===== src/rtl/pdc_pkg.sv =====
// Package: shared constants and types for the classification sequencer.
// Assumes: read addresses 0 and 1 hold the event bits, 2.. hold per-port status.
package pdc_pkg;
    localparam int CLS_W     = 3;
    localparam int ADR_EV    = 0;
    localparam int ADR_EV_RC = 1;
    localparam int ADR_STAT0 = 2;

    typedef enum logic [1:0] {
        ST_IDLE  = 2'd0,
        ST_PROBE = 2'd1,
        ST_HOLD  = 2'd2
    } pdc_state_e;
endpackage


===== src/rtl/pdc_class_dec.sv =====
// Module: converts a digitized class current (mA) into a class code 0..5.
// Assumes: thresholds are the lower edges of the gap regions, so each gap
// resolves to the higher class; the code is combinational.
module pdc_class_dec
    import pdc_pkg::*;
#(
    parameter int unsigned CODE_W = 8,
    parameter logic [CODE_W-1:0] TH1 = 6,
    parameter logic [CODE_W-1:0] TH2 = 14,
    parameter logic [CODE_W-1:0] TH3 = 22,
    parameter logic [CODE_W-1:0] TH4 = 32,
    parameter logic [CODE_W-1:0] TH5 = 46
) (
    input  logic [CODE_W-1:0] code_i,
    output logic [CLS_W-1:0]  cls_o
);
    // threshold ladder: highest band reached wins
    always_comb begin
        if      (code_i >= TH5) cls_o = 3'd5;
        else if (code_i >= TH4) cls_o = 3'd4;
        else if (code_i >= TH3) cls_o = 3'd3;
        else if (code_i >= TH2) cls_o = 3'd2;
        else if (code_i >= TH1) cls_o = 3'd1;
        else                    cls_o = 3'd0;
    end
endmodule


===== src/rtl/pdc_port_seq.sv =====
// Module: per-port classification sequencer. Probes for PROBE_TICKS ticks,
// optionally repeats NUM_EVENTS times with WAIT_TICKS-tick mark holds between.
// Assumes: tick is a one-cycle pulse; port_rst overrides everything.
module pdc_port_seq
    import pdc_pkg::*;
#(
    parameter int unsigned PROBE_TICKS = 10,
    parameter int unsigned WAIT_TICKS  = 8,
    parameter int unsigned NUM_EVENTS  = 3
) (
    input  logic clk,
    input  logic rst_n,
    input  logic tick,
    input  logic start,
    input  logic multi_en,
    input  logic port_rst,
    output logic probe_o,
    output logic mark_o,
    output logic cyc_done_o
);
    localparam int unsigned CNT_MAX = (PROBE_TICKS > WAIT_TICKS) ? PROBE_TICKS : WAIT_TICKS;
    localparam int unsigned CNT_W   = $clog2(CNT_MAX + 1);
    localparam int unsigned REM_W   = $clog2(NUM_EVENTS + 1);

    pdc_state_e       state;
    logic [CNT_W-1:0] cnt;
    logic [REM_W-1:0] rem;
    logic             probe_last;
    logic             hold_last;

    // last tick of the current probe or hold window
    assign probe_last = tick && (cnt == CNT_W'(PROBE_TICKS - 1));
    assign hold_last  = tick && (cnt == CNT_W'(WAIT_TICKS - 1));
    assign cyc_done_o = (state == ST_PROBE) && probe_last && !port_rst;
    assign probe_o    = (state == ST_PROBE);
    assign mark_o     = (state == ST_HOLD);

    // state, tick counter and remaining-cycle counter
    always_ff @(posedge clk) begin
        if (!rst_n || port_rst) begin
            state <= ST_IDLE;
            cnt   <= '0;
            rem   <= '0;
        end else begin
            case (state)
                ST_IDLE: if (start) begin
                    state <= ST_PROBE;
                    cnt   <= '0;
                    rem   <= multi_en ? REM_W'(NUM_EVENTS - 1) : '0;
                end
                ST_PROBE: if (tick) begin
                    if (probe_last) begin
                        cnt <= '0;
                        if (rem != '0) begin
                            state <= ST_HOLD;
                            rem   <= rem - 1'b1;
                        end else begin
                            state <= ST_IDLE;
                        end
                    end else begin
                        cnt <= cnt + 1'b1;
                    end
                end
                ST_HOLD: if (tick) begin
                    if (hold_last) begin
                        state <= ST_PROBE;
                        cnt   <= '0;
                    end else begin
                        cnt <= cnt + 1'b1;
                    end
                end
                default: state <= ST_IDLE;
            endcase
        end
    end

    // a mark hold is only ever entered straight from a probe window
    p_mark_after_probe_r6: assert property (@(posedge clk) disable iff (!rst_n)
        $rose(mark_o) |-> $past(probe_o));

    // a probe window closes only on a tick or a port reset
    p_probe_ends_on_tick_r1: assert property (@(posedge clk) disable iff (!rst_n)
        $fell(probe_o) |-> $past(tick || port_rst));

    // a start during a probe window leaves the sequence untouched
    p_busy_ignores_start_r8: assert property (@(posedge clk) disable iff (!rst_n)
        (probe_o && start && !tick && !port_rst) |=> (probe_o && $stable(rem) && $stable(cnt)));
endmodule


===== src/rtl/pdc_regs.sv =====
// Module: per-port done event bits, class status fields and registered read port.
// Assumes: a cycle-done pulse outranks every clear except a port reset,
// which the sequencer already masks out of the done pulse.
module pdc_regs
    import pdc_pkg::*;
#(
    parameter int unsigned NPORTS = 4,
    parameter int unsigned ADDR_W = 3,
    parameter int unsigned DATA_W = 8
) (
    input  logic                    clk,
    input  logic                    rst_n,
    input  logic [NPORTS-1:0]       cyc_done,
    input  logic [NPORTS*CLS_W-1:0] cls_new,
    input  logic [NPORTS-1:0]       pwr_down,
    input  logic [NPORTS-1:0]       port_rst,
    input  logic                    rd_en,
    input  logic [ADDR_W-1:0]       rd_addr,
    output logic [DATA_W-1:0]       rd_data
);
    logic [NPORTS-1:0] done;
    logic [CLS_W-1:0]  stat [NPORTS];
    logic [NPORTS-1:0] clr;
    logic [DATA_W-1:0] rd_nxt;

    // all clear sources for the event bits
    assign clr = pwr_down | port_rst |
                 ((rd_en && rd_addr == ADDR_W'(ADR_EV_RC)) ? {NPORTS{1'b1}} : '0);

    // event bits: set by a finished cycle, which beats a same-cycle clear
    always_ff @(posedge clk) begin
        if (!rst_n) done <= '0;
        else        done <= (done & ~clr) | cyc_done;
    end

    // per-port class status storage
    for (genvar p = 0; p < NPORTS; p++) begin : g_stat
        always_ff @(posedge clk) begin
            if (!rst_n || port_rst[p]) stat[p] <= '0;
            else if (cyc_done[p])      stat[p] <= cls_new[p*CLS_W +: CLS_W];
        end

        // the status takes the decode presented when the cycle ended
        p_status_load_r3: assert property (@(posedge clk) disable iff (!rst_n)
            $past(cyc_done[p]) |-> (stat[p] == $past(cls_new[p*CLS_W +: CLS_W])));
    end

    // read multiplexer
    always_comb begin
        rd_nxt = '0;
        if (rd_addr == ADDR_W'(ADR_EV) || rd_addr == ADDR_W'(ADR_EV_RC))
            rd_nxt[NPORTS-1:0] = done;
        for (int i = 0; i < NPORTS; i++)
            if (rd_addr == ADDR_W'(ADR_STAT0 + i)) rd_nxt[CLS_W-1:0] = stat[i];
    end

    // registered read data, held between reads
    always_ff @(posedge clk) begin
        if (!rst_n)     rd_data <= '0;
        else if (rd_en) rd_data <= rd_nxt;
    end

    // a cycle that ends always leaves its event bit set
    p_set_wins_r5: assert property (@(posedge clk) disable iff (!rst_n)
        ((done & $past(cyc_done)) == $past(cyc_done)));

    // a power-down without a same-cycle completion empties the bit
    p_pdown_clears_r9: assert property (@(posedge clk) disable iff (!rst_n)
        ((done & $past(pwr_down & ~cyc_done)) == '0));

    // the clearing read returns the bits as they stood before the clear
    p_rc_data_r4: assert property (@(posedge clk) disable iff (!rst_n)
        $past(rd_en && rd_addr == ADDR_W'(ADR_EV_RC)) |-> (rd_data[NPORTS-1:0] == $past(done)));
endmodule


===== src/rtl/pdclass_ctrl.sv =====
// Module: top of the classification sequencer for NPORTS ports.
// Assumes: icls_code is stable around the final probe tick; tick is 1 kHz.
module pdclass_ctrl
    import pdc_pkg::*;
#(
    parameter int unsigned NPORTS      = 4,
    parameter int unsigned CODE_W      = 8,
    parameter int unsigned ADDR_W      = 3,
    parameter int unsigned DATA_W      = 8,
    parameter int unsigned PROBE_TICKS = 10,
    parameter int unsigned WAIT_TICKS  = 8,
    parameter int unsigned NUM_EVENTS  = 3
) (
    input  logic                     clk,
    input  logic                     rst_n,
    input  logic                     tick,
    input  logic [NPORTS-1:0]        start,
    input  logic [NPORTS-1:0]        multi_en,
    input  logic [NPORTS-1:0]        pwr_down,
    input  logic [NPORTS-1:0]        port_rst,
    input  logic [NPORTS*CODE_W-1:0] icls_code,
    input  logic                     rd_en,
    input  logic [ADDR_W-1:0]        rd_addr,
    output logic [NPORTS-1:0]        probe_req,
    output logic [NPORTS-1:0]        mark_req,
    output logic [DATA_W-1:0]        rd_data
);
    logic [NPORTS-1:0]       cyc_done;
    logic [NPORTS*CLS_W-1:0] cls_all;

    // one sequencer and one decoder per port
    for (genvar p = 0; p < NPORTS; p++) begin : g_port
        pdc_port_seq #(
            .PROBE_TICKS (PROBE_TICKS),
            .WAIT_TICKS  (WAIT_TICKS),
            .NUM_EVENTS  (NUM_EVENTS)
        ) u_seq (
            .clk        (clk),
            .rst_n      (rst_n),
            .tick       (tick),
            .start      (start[p]),
            .multi_en   (multi_en[p]),
            .port_rst   (port_rst[p]),
            .probe_o    (probe_req[p]),
            .mark_o     (mark_req[p]),
            .cyc_done_o (cyc_done[p])
        );

        pdc_class_dec #(.CODE_W(CODE_W)) u_dec (
            .code_i (icls_code[p*CODE_W +: CODE_W]),
            .cls_o  (cls_all[p*CLS_W +: CLS_W])
        );
    end

    pdc_regs #(
        .NPORTS (NPORTS),
        .ADDR_W (ADDR_W),
        .DATA_W (DATA_W)
    ) u_regs (
        .clk      (clk),
        .rst_n    (rst_n),
        .cyc_done (cyc_done),
        .cls_new  (cls_all),
        .pwr_down (pwr_down),
        .port_rst (port_rst),
        .rd_en    (rd_en),
        .rd_addr  (rd_addr),
        .rd_data  (rd_data)
    );
endmodule


===== config.mk =====
export PLATFORM = sky130hd
export DESIGN_NAME = pdclass_ctrl
export DESIGN_NICKNAME = d
export VERILOG_FILES = /design/src/rtl/pdc_pkg.sv /design/src/rtl/pdc_class_dec.sv /design/src/rtl/pdc_port_seq.sv /design/src/rtl/pdc_regs.sv /design/src/rtl/pdclass_ctrl.sv
export SDC_FILE = /design/constraint.sdc
export NUM_CORES = 1
export LEC_CHECK = 0
export BUFFER_PORTS_ARGS = -buffer_cell sky130_fd_sc_hd__buf_2
export CAP_MARGIN = 30
export CORE_UTILIZATION = 40
export DETAILED_ROUTE_END_ITERATION = 7
export RECOVER_POWER = 50
export SYNTH_ARGS = -nofsm -noshare
export SYNTH_HDL_FRONTEND = slang
export SYNTH_SLANG_ARGS = --single-unit

===== constraint.sdc =====
create_clock -name clk -period 2.23 [get_ports clk]
set_input_delay 0.223 -clock clk [delete_from_list [all_inputs] [get_ports clk]]
set_output_delay 0.223 -clock clk [all_outputs]
set_load 0.005 [all_outputs]

==> flow_summary_export.csv <==
group,metric,value,unit
status,outcome,"complete, no violations",
critical_path,cp-end-kind,"register",
synth,synthArstFlopShare,0,
detailed_routing,drt_iter0_drc,75,
global_routing,grt_use_total,0.1709,
critical_path,crit_type,"reg -> reg",
finish,instances_no_fill,557,
timing,rsz0062_at_grt,"false",
finish,stdcell_area,0.003892,mm2
critical_path,cp_max_fo,14,
hold_path,min_path_type,"in -> reg",
synth,yosysMostFrequentCell,"dfxtp_1",
clock_network,clock_latency,0.30,ns
synth,synth_cell_types,53,
clock_network,hold_buffers,0,
power_and_ir_drop,ir_worst_vdd,0.2578,mV
floorplanning,die_h,95.45,um
clock_network,clkTransAtPathRegs,0.10,ns
clock_network,post-cts-setup-buffer-count,0,
global_routing,grt_max_degree,21,
detailed_routing,ant_nets,0,
floorplanning,coreArea,0.008341,mm2
global_routing,antenna_found_initial,0,
synth,synthTopCellsByCount,"40 x dfxtp_1, 28 x ha_1, 27 x inv_1",
detailed_routing,wl,7.408,mm
global_routing,gr-total-overflow,0,
timing,slew_viol_final,0,
finish,fin_util,0.4667,
timing,fin_crit,1.904,ns
synth,synth_area_leaders,"dfxtp_1 23%, edfxtp_1 10%, ha_1 10%, nand3b_1 3.4%, a21oi_1 3.3%",
synth,synth.top_cell.area_share,0.2292,
synth,ys.warnings.count,0,
clock_network,h-tree-depth,2,
global_routing,grt_first_pass_wirelength,12.19,mm
timing,min_period_over_period,0.8539,
synth,synth_cells,401,
timing,worst_pin_slew,0.5064,ns
critical_path,cp.required,2.45,ns
power_and_ir_drop,leakage,1.538,nW
power_and_ir_drop,power,1.873,mW
synth,netlist_area,0.003493,mm2
power_and_ir_drop,power_density,481.2,mW/mm2
timing,max_freq,525.2,MHz
timing,final.setup.tns,0,ns
clock_network,cts_root_buf,"clkbuf_8",
detailed_routing,wl_per_cell,13.30,um
finish,area_growth,11.43,%
clock_network,clk_path_buf_depth,2,
timing,setup_ws,0.3258,ns
timing,whs,0.1917,ns
synth,synth_top_area_cell,"dfxtp_1",
placed_design,post-place-cells,549,
timing,skew,0.005882,ns
detailed_routing,first_pass_iters,4,
synth,synth-seq-cells,52,
floorplanning,fp.dieArea,0.009111,mm2
run,drv_cap,0,
synth,seq_area_frac_synth,0.3324,
finish,layout-drive-gt1-share,0.1637,
timing,slew_headroom,0.6624,
timing,setup_violations,0,
global_routing,grt_pass1_vias,2740,
synth,synth_edf_count,12,
floorplanning,io_pins,71,
detailed_routing,via_count,2945,
placed_design,placed_cell_area,0.003817,mm2
clock_network,cts_sinks,52,
clock_network,cts_tree,"yes",
detailed_routing,drc,0,
floorplanning,rows,33,
placed_design,place_congestion,0.8070,
placed_design,hpwl,5.739,mm
floorplanning,dieWidth,95.45,um
finish,nets,534,
critical_path,arrival,2.12,ns
synth,avgSynthCellArea,8.712,um2
floorplanning,initial_core_util,0.4188,
detailed_routing,via_per_inst,5.287,
synth,synth_ff_type,"dfxtp_1",
clock_network,cts_inserted_buffers,5,
finish,diodes,0,
clock_network,ctsResizeCount,0,
placed_design,place_ws,0.2980,ns
placed_design,port-buffer-count,62,
critical_path,start_kind,"register",
timing,hold_viol_final,0,
[path summary, 6_finish.rpt]
kind	from	end	slack, ns	cells after the start
hold reg to reg	u_regs.rd_data[3]$_SDFFE_PN0P_	u_regs.rd_data[3]$_SDFFE_PN0P_	0.48	2
hold / removal	pwr_down[2]	u_regs.done[2]$_SDFF_PN0_	0.19	3
setup / recovery	g_port[1].u_seq.state[1]$_SDFFE_PP0P_	g_port[1].u_seq.rem[1]$_SDFFE_PP0P_	0.33	6
setup reg to reg	g_port[1].u_seq.state[1]$_SDFFE_PP0P_	g_port[1].u_seq.rem[1]$_SDFFE_PP0P_	0.33	6
[report_power, final]
| group | internal, mW | total, mW | switching (mW) |
|---|---|---|---|
| Sequential | 0.988 | 1.01 | 0.0169 |
| Clock | 0.221 | 0.537 | 0.316 |
| Combinational | 0.144 | 0.331 | 0.187 |
| Total | 1.35 | 1.87 | 0.520 |
[state kept, by name (all words and copies together) (netlist names)]
signal and count:
g_port.u_seq.cnt 16, u_regs.stat 12, g_port.u_seq.rem 8, g_port.u_seq.state 8, u_regs.done 4, u_regs.rd_data 4
[cell usage in the layout (no fill, tap or decap), types with 12 or more instances in the layout]
| cell | n |
|---|---|
| a21oi_1 | 23 |
| dfxtp_1 | 40 |
| ha_1 | 28 |
| o21ai_0 | 22 |
| nand3_1 | 14 |
| nand2b_1 | 14 |
| nor2_1 | 21 |
| inv_1 | 27 |
| nand3b_1 | 16 |
| nand2_1 | 26 |
| edfxtp_1 | 12 |
| buf_2 | 54 |
[cells by family (layout without fill, tap and decap cells)]
group	after synthesis	count (layout)	share of synthesized area
AND/OR/NAND/NOR	154	154	0.2640
AO/OA/AOI/OAI	96	96	0.1816
flip-flops	52	52	0.3324
buffers and inverters	51	99	0.07020
adder cells (fa/ha/maj)	28	28	0.1003
XOR/XNOR	12	12	0.03009
multiplexers	7	7	0.02042
other	1	4	0.001073
[cell type report]
class	count	area, um2
Sequential cell	52	1161
Fill cell	835	4448
Clock inverter	2	12.51
Timing Repair Buffer	64	315.3
Tap cell	105	131.4
Clock buffer	6	72.57
Inverter	27	101.3
Multi-Input combinational cell	301	2098
[critical path: stages, from the launching register on]
cell and delay (ns):
dfxtp_1 0.35, inv_1 0.09, ha_1 0.44, nand3b_1 0.14, a221oi_1 0.50, nor2_1 0.08, a211oi_1 0.22
[layer usage]
| layer | wire, um | global-route usage | vias up |
|---|---|---|---|
| met5 | 0 | 0 | - |
| met4 | 72 | 0.04851 | 0 |
| li1 | - | - | 1543 |
| met3 | 297 | 0.03190 | 10 |
| met2 | 3474 | 0.2988 | 64 |
| met1 | 3563 | 0.2129 | 1328 |
Note: power is estimated with default switching activity, not from simulation.
